$ cat src/rtl/usbls_tg_pkg.sv
package usbls_tg_pkg;

  localparam logic [3:0] PID_OUT   = 4'b0001;
  localparam logic [3:0] PID_IN    = 4'b1001;
  localparam logic [3:0] PID_SETUP = 4'b1101;

  typedef enum logic [1:0] {
    RSP_NONE   = 2'b00,
    RSP_ACCEPT = 2'b01,
    RSP_NAK    = 2'b10,
    RSP_DATA   = 2'b11
  } rsp_e;

  // Handshake rule set for a token that already matched address and endpoint.
  function automatic rsp_e tg_decide(input logic [3:0] pid, input logic ep_is1,
                                     input logic ready);
    rsp_e r;
    r = RSP_NONE;
    if (ep_is1) begin
      if (pid == PID_IN) r = ready ? RSP_DATA : RSP_NAK;
    end else begin
      if (pid == PID_SETUP)    r = RSP_ACCEPT;
      else if (pid == PID_OUT) r = ready ? RSP_ACCEPT : RSP_NAK;
      else if (pid == PID_IN)  r = ready ? RSP_DATA : RSP_NAK;
    end
    return r;
  endfunction

endpackage

$ cat src/rtl/usbls_tg_match.sv
module usbls_tg_match
  import usbls_tg_pkg::*;
#(
  parameter int AW  = 7,
  parameter int EPW = 4,
  parameter int NEP = 2
) (
  input  logic           tok_valid,
  input  logic [3:0]     tok_pid,
  input  logic [AW-1:0]  tok_addr,
  input  logic [EPW-1:0] tok_ep,
  input  logic           tok_crc_ok,
  input  logic [AW-1:0]  dev_addr,
  input  logic [NEP-1:0] ep_ready,
  output logic           hit,
  output logic           ep_sel,
  output rsp_e           decision
);
  localparam logic [EPW-1:0] EP_LAST = EPW'(NEP - 1);

  logic ep_ok;
  logic sel_ready;

  assign ep_ok     = (tok_ep <= EP_LAST);
  assign hit       = tok_valid && tok_crc_ok && (tok_addr == dev_addr) && ep_ok;
  assign ep_sel    = tok_ep[0];
  assign sel_ready = ep_ready[ep_sel];
  assign decision  = hit ? tg_decide(tok_pid, ep_sel, sel_ready) : RSP_NONE;
endmodule

$ cat src/rtl/usbls_tg_events.sv
module usbls_tg_events
  import usbls_tg_pkg::*;
#(
  parameter int NEP = 2
) (
  input  logic           clk,
  input  logic           rst_n,
  input  logic           hit,
  input  logic           ep_sel,
  input  rsp_e           decision,
  input  logic           rx_done,
  input  logic           hs_valid,
  input  logic           hs_ack,
  output logic [NEP-1:0] done
);
  logic           rx_pend;
  logic [NEP-1:0] tx_pend;
  logic [NEP-1:0] done_q;

  always_ff @(posedge clk or negedge rst_n) begin
    if (!rst_n) begin
      rx_pend <= 1'b0;
      tx_pend <= '0;
      done_q  <= '0;
    end else begin
      done_q <= '0;
      if (rx_done && rx_pend) begin
        done_q[0] <= 1'b1;
        rx_pend   <= 1'b0;
      end
      if (hs_valid) begin
        for (int i = 0; i < NEP; i++) begin
          if (tx_pend[i] && hs_ack) done_q[i] <= 1'b1;
        end
        tx_pend <= '0;
      end
      if (hit && decision != RSP_NONE) begin
        if (decision == RSP_DATA)
          tx_pend[ep_sel] <= 1'b1;
        else if (!ep_sel && decision == RSP_ACCEPT)
          rx_pend <= 1'b1;
        else if (!ep_sel && decision == RSP_NAK)
          rx_pend <= 1'b0;
      end
    end
  end

  assign done = done_q;
endmodule

$ cat src/rtl/usbls_tg_stall.sv
module usbls_tg_stall #(
  parameter int PER_BYTE  = 3,
  parameter int MAX_BYTES = 8
) (
  input  logic clk,
  input  logic rst_n,
  input  logic fifo_wr,
  output logic stall
);
  localparam int MAXC = PER_BYTE * MAX_BYTES;
  localparam int CW   = $clog2(MAXC + 1);

  logic [CW-1:0] cnt;

  function automatic logic [CW-1:0] stall_next(input logic [CW-1:0] c, input logic w);
    int s;
    s = int'(c);
    if (s != 0) s = s - 1;
    if (w) s = s + PER_BYTE;
    if (s > MAXC) s = MAXC;
    return CW'(s);
  endfunction

  always_ff @(posedge clk or negedge rst_n) begin
    if (!rst_n) cnt <= '0;
    else        cnt <= stall_next(cnt, fifo_wr);
  end

  assign stall = (cnt != '0);
endmodule

$ cat src/rtl/usbls_token_gate.sv
module usbls_token_gate
  import usbls_tg_pkg::*;
#(
  parameter int AW        = 7,
  parameter int EPW       = 4,
  parameter int STALL_PB  = 3,
  parameter int MAX_BYTES = 8
) (
  input  logic           clk,
  input  logic           rst_n,
  input  logic           tok_valid,
  input  logic [3:0]     tok_pid,
  input  logic [AW-1:0]  tok_addr,
  input  logic [EPW-1:0] tok_ep,
  input  logic           tok_crc_ok,
  input  logic           ep0_ready,
  input  logic           ep1_ready,
  input  logic           rx_done,
  input  logic           hs_valid,
  input  logic           hs_ack,
  input  logic           fifo_wr,
  input  logic           addr_we,
  input  logic [AW:0]    addr_wdata,
  output logic [AW:0]    addr_rdata,
  output logic           resp_valid,
  output logic [1:0]     resp_kind,
  output logic           ep0_done,
  output logic           ep1_done,
  output logic           cpu_stall
);
  localparam int NEP = 2;

  logic [AW-1:0]  dev_addr;
  logic           tok_hit;
  logic           tok_ep_sel;
  rsp_e           tok_dec;
  logic [NEP-1:0] ep_done;
  logic           resp_valid_q;
  rsp_e           resp_kind_q;

  always_ff @(posedge clk or negedge rst_n) begin
    if (!rst_n)       dev_addr <= '0;
    else if (addr_we) dev_addr <= addr_wdata[AW-1:0];
  end

  usbls_tg_match #(.AW(AW), .EPW(EPW), .NEP(NEP)) u_match (
    .tok_valid (tok_valid),
    .tok_pid   (tok_pid),
    .tok_addr  (tok_addr),
    .tok_ep    (tok_ep),
    .tok_crc_ok(tok_crc_ok),
    .dev_addr  (dev_addr),
    .ep_ready  ({ep1_ready, ep0_ready}),
    .hit       (tok_hit),
    .ep_sel    (tok_ep_sel),
    .decision  (tok_dec)
  );

  always_ff @(posedge clk or negedge rst_n) begin
    if (!rst_n) begin
      resp_valid_q <= 1'b0;
      resp_kind_q  <= RSP_NONE;
    end else begin
      resp_valid_q <= (tok_dec != RSP_NONE);
      resp_kind_q  <= tok_dec;
    end
  end

  usbls_tg_events #(.NEP(NEP)) u_events (
    .clk     (clk),
    .rst_n   (rst_n),
    .hit     (tok_hit),
    .ep_sel  (tok_ep_sel),
    .decision(tok_dec),
    .rx_done (rx_done),
    .hs_valid(hs_valid),
    .hs_ack  (hs_ack),
    .done    (ep_done)
  );

  usbls_tg_stall #(.PER_BYTE(STALL_PB), .MAX_BYTES(MAX_BYTES)) u_stall (
    .clk    (clk),
    .rst_n  (rst_n),
    .fifo_wr(fifo_wr),
    .stall  (cpu_stall)
  );

  assign addr_rdata = {1'b0, dev_addr};
  assign resp_valid = resp_valid_q;
  assign resp_kind  = resp_kind_q;
  assign ep0_done   = ep_done[0];
  assign ep1_done   = ep_done[1];
endmodule

$ cat config.mk
export PLATFORM = sky130hd
export DESIGN_NAME = usbls_token_gate
export DESIGN_NICKNAME = d
export VERILOG_FILES = /design/src/rtl/usbls_tg_pkg.sv /design/src/rtl/usbls_tg_match.sv /design/src/rtl/usbls_tg_events.sv /design/src/rtl/usbls_tg_stall.sv /design/src/rtl/usbls_token_gate.sv
export SDC_FILE = /design/constraint.sdc
export NUM_CORES = 1
export LEC_CHECK = 0
export BUFFER_PORTS_ARGS = -buffer_cell sky130_fd_sc_hd__buf_4
export CORE_UTILIZATION = 29
export CTS_CLUSTER_SIZE = 24
export DETAILED_ROUTE_END_ITERATION = 8
export GPL_TIMING_DRIVEN = 0
export PLACE_DENSITY = 0.55
export SLEW_MARGIN = 20
export SYNTH_ARGS = -nofsm -noshare
export SYNTH_HDL_FRONTEND = slang
export SYNTH_HIERARCHICAL = 1
export SYNTH_SLANG_ARGS = --single-unit
export TNS_END_PERCENT = 20
$ cat constraint.sdc
create_clock -name clk -period 4.3 [get_ports clk]
set_clock_uncertainty 0.15 [all_clocks]
set_input_delay 0.645 -clock clk [delete_from_list [all_inputs] [get_ports clk]]
set_output_delay 0.645 -clock clk [all_outputs]
set_load 0.05 [all_outputs]
**Word level (Yosys, flattened, before mapping)**

Index checks and enable logic that the tools add are counted.

- Order comparisons: 4
- Eq/ne operators: 7
- Multiplexer cells: 26
- Reductions and logical operators: 14
- Bitwise operators: 1
- Add/subtract/negate cells: 2

Operator list:

| cell | count |
|---|---|
| $mux 32 | 2 |
| $add 32x3->32 const B | 1 |
| $gt 32x6->1 const B | 1 |
| $mux 2 | 10 |
| $mux 1 | 12 |
| $logic_and 1x1->1 | 10 |
| $reduce_bool 5->1 | 2 |
| $eq 4x4->1 const B | 2 |
| $eq 7x7->1 | 1 |
| $sub 5x1->6 const B | 1 |
| $mux 5 | 1 |
| $eq 2x2->1 const B | 2 |
| $eq 4x1->1 const B | 1 |
| $le 4x1->1 const B | 1 |
| $eq 2x1->1 const B | 1 |
| $lt 1x2->1 const B | 1 |
| $or 2x2->2 | 1 |
| $reduce_bool 2->1 | 1 |
| $demux 1 s1 | 1 |
| $ge 1x1->1 const B | 1 |
| $logic_not 1->1 | 1 |

- Bits of input ports: 34
- Flip-flop bits (word level): 20

**Longest topological paths before layout**

- Depth after elaboration: 14
- Gate-level depth with buffers: 12
- Gate-level depth less buffers: 11

**By module**

The synthesis kept the hierarchy.

By module, submodules not included:

| module | cells an instance | area an instance (um^2) | times used | seq. area each (um^2) |
|---|---|---|---|---|
| usbls_tg_stall | 78 | 744.5 | 1 | 125.1 |
| usbls_token_gate | 21 | 384.1 | 1 | 250.2 |
| usbls_tg_events | 19 | 211.5 | 1 | 125.1 |
| usbls_tg_match | 22 | 175.2 | 1 | 0.0 |

**Least setup slack after synthesis**

No wires, ideal clock.

- Kind: reg-to-reg
- Start: register u_stall.cnt[0]
- End: register u_stall.cnt[0]
- Cell stages (with the launch flop): 12
- Period minus slack after synthesis: 2878 ps
- Slack: 1422 ps
- Path buffers: 1
- Library setup time: 144 ps
- Arrival: 2584 ps
- Path through: dfrtp_1 buf_6 inv_1 ha_1 nor4b_2 mux2_2 ha_1 nor2b_1 o21ai_0 a2bb2o_1 a2111oi_4 a221oi_1

- Longest elaborated chain between the ends: 6
- Elaborated cells on any way between the ends: 7
- Those cells by class: add/sub: 2; order compare: 1; mux: 3; reduce/logical: 1

Ends and longest elaborated chain:

| element | line | source |
|---|---|---|
| from (decl) | usbls_tg_stall.sv:13 | `logic [CW-1:0] cnt;` |
| from (signal assigned) | usbls_tg_stall.sv:26 | `else cnt <= stall_next(cnt, fifo_wr);` |
| $sub 5x1->6 or $reduce_bool 5->1 (tied branches) | usbls_tg_stall.sv:18 | `if (s != 0) s = s - 1;` |
| $mux 32 (*) | usbls_tg_stall.sv:18 |  |
| $add 32x3->32 | usbls_tg_stall.sv:19 | `if (w) s = s + PER_BYTE;` |
| $mux 32 (*) | usbls_tg_stall.sv:19 |  |
| $gt 32x6->1 | usbls_tg_stall.sv:20 | `if (s > MAXC) s = MAXC;` |
| $mux 5 (*) | usbls_tg_stall.sv:20 |  |

Mark *: on every way between the ends. The rest lies on a longest branch, timed or not.
A chain may end at the register's enable or synchronous reset.

**Worst setup path in the final report**

Same ends and word-level chain as after synthesis.

==> results.ini <==
[placement]
placed_area_um2=1952
gp_congestion=0.7495
io_buffers=44
place_hpwl_mm=2.486
place_inst=257
dp_slack_ns=1.113

[synth]
yosys_warnings=6
synthDistinctLibCells=48
synth_flop_cell=dfrtp_1
ys_ff_latch=20
async_reset_ff_frac=1.000
syn_inst=140
syn-cell-area_um2=1515
syn_area_per_cell_um2=10.82
synth_edf_count=0
ys_seq_area_frac=0.3303

[detailed_routing]
vias_per_cell=4.567
drt_iter0_markers=50
drt_wl_total_mm=3.010
drc_errors=0
ant_nets=0
dr.pass1.iters=5
vias=1192
wl_per_cell_um=11.53

[critical_path]
rr_worst_depth=11
crit_type=reg -> reg
required_ns=4.27
cp.arrival_ns=3.17
path_max_fanout=9
path_cells=buf_6 > inv_1 > ha_1 > nor4b_2 > mux2_2 > ha_1 > nor2b_1 > o21ai_0 > a2bb2o_1 > a2111oi_4 > a221oi_1
cp-end-kind=register
critical_path.top_delay_family=compound AO/OA/AOI/OAI gates
rr_startpoint=u_stall/cnt[0]
slowest_delay_ns=0.40
cp_common_cell=ha_1
cp-startpoint=u_stall/cnt[0]
timing.critical_path.buf_inv=2
rrSetupSlack_ns=1.10
cp_slowest_cell=mux2_2
timing.rr.end=u_stall/cnt[0]
start_kind=register

[global_route]
grt_max_degree=21
antenna_found_initial=0
overflow=0
grtUsageTotal=0.1170
grt_first_pass_wirelength_mm=5.140
grt_pass1_vias=1156

[power_and_ir_drop]
total_power_uw=834.0
cellLeakagePower_nw=0.9454
p_per_area_nw_per_um2=415.6
peakVddDrop_mv=0.1823

[floorplanning]
start_util=0.3105
num_rows=25
die_area_um2=5518
coreArea_um2=4880
fp.dieW_um=74.29
pin_count=48
die_y_um=74.29

[clocking]
cts_sinks=20
cts-buffers-inserted=3
cts_setup_buffers=0
cts_tree=built
clk_pin_slew_ns=0.08
htree_levels=1
clk_latency_ns=0.25
postCtsHoldBufs=0
cts_max_path_buffers=2
post_cts_resize_count=0
cts_root_buffer=clkbuf_8

[sta]
rsz0062_at_grt=false
hold_viol_final=0
max_freq_mhz=312.6
whs_ns=0.1133
tns_ns=0
postLayoutSetupSlackWorst_ns=1.101
setup_viol=0
fin_crit_ns=3.199
drv_slew=0
fin_crit_sh=0.7439

[cells_and_area]
nets=240
seq_area_um2=500.5
mostFrequentLayoutCells=47 x buf_4, 20 x dfrtp_1, 11 x ha_1
syn_to_final_growth_pct=32.45
postLayoutCellArea_um2=2007
antenna_cells=0
nFillCells=489
multi_input_area_um2=947.2
final_common_cell=buf_4
final_cells=261
fin_util=0.4113
drive_gt1_frac=0.4072

[run_status]
status=finished, final reports clean

[hold_path]
hold_class=in -> async

[run]
drv_cap=0

cell usage after synthesis (2+ instances only):
library cell	n	area share
buf_6	3	0.022
nand3_1	2	0.0066
mux2_4	8	0.079
nand2_1	6	0.015
nor3_2	2	0.013
a211o_1	2	0.012
xnor2_1	9	0.052
conb_1	2	0.0050
nand4_1	4	0.017
dfrtp_1	20	0.33
a21oi_1	4	0.013
buf_4	3	0.015
mux2i_1	3	0.020
nor4bb_1	3	0.020
o22ai_1	2	0.0083
nor2b_1	2	0.0083
ha_1	11	0.091
a221oi_1	2	0.012
nand2b_1	6	0.025
o21ai_0	6	0.020
nor4b_2	2	0.020
inv_1	9	0.022
o21ai_2	2	0.012
a31oi_1	2	0.0083
nand3b_1	2	0.0099
power by group:
| part | leakage (nW) | total, mW | switching [mW] | internal [mW] |
|---|---|---|---|---|
| combinational | 0.663 | 0.449 | 0.235 | 0.214 |
| clock | 0.0288 | 0.143 | 0.0616 | 0.0814 |
| sequential | 0.253 | 0.242 | 0.0294 | 0.212 |
| total | 0.945 | 0.834 | 0.326 | 0.508 |
worst max path at each step:
stage | to | slack, ns | cells after the start
6_report | u_stall/cnt[0] | 1.10 | 11
5_1_grt | u_stall/cnt[2] | 0.91 | 11
4_1_cts | u_stall/cnt[2] | 1.09 | 11
3_5_place_dp | u_stall/cnt[0] | 1.11 | 11
3_3_place_gp | u_stall/cnt[0] | 1.06 | 11
2_1_floorplan | u_stall/cnt[0] | 1.42 | 11
per-layer routing:
layer,wire length (µm),track usage
met2,1401,0.1919
met5,0,0
met4,21,0.01468
met3,174,0.02981
met1,1414,0.1602
flip-flops by register name (all words and copies together), names as in the netlist:
register          cells
u_events/done         2
dev_addr              7
u_events/rx_pend      1
resp_valid            1
u_events/tx_pend      2
u_stall/cnt           5
resp_kind             2
area by class of cell:
cell class	instances	area share
Inverter	9	0.01683
Sequential cell	20	0.2494
Tap cell	67	0.04177
Buffer	6	0.02805
Multi-Input combinational cell	111	0.4719
Timing Repair Buffer	44	0.1646
Clock buffer	4	0.02743
cells by family after synthesis:
logic type	count (synthesis)	synth area share
and+or+nand+nor	40	0.1916
AOI/OAI and AO/OA	31	0.1643
DFF	20	0.3303
buffers and inverters	15	0.05945
muxes	12	0.1065
adders and majority gates	11	0.09083
xor gates and xnor gates	9	0.05203
other	2	0.004956
worst register-to-register path, stage by stage (launching register included):
cell and delay, ns:
dfrtp_1 0.38, buf_6 0.13, inv_1 0.07, ha_1 0.32, nor4b_2 0.39, mux2_2 0.40, ha_1 0.24, nor2b_1 0.15
o21ai_0 0.08, a2bb2o_1 0.33, a2111oi_4 0.28, a221oi_1 0.14
(Power assumes the default switching activity.)
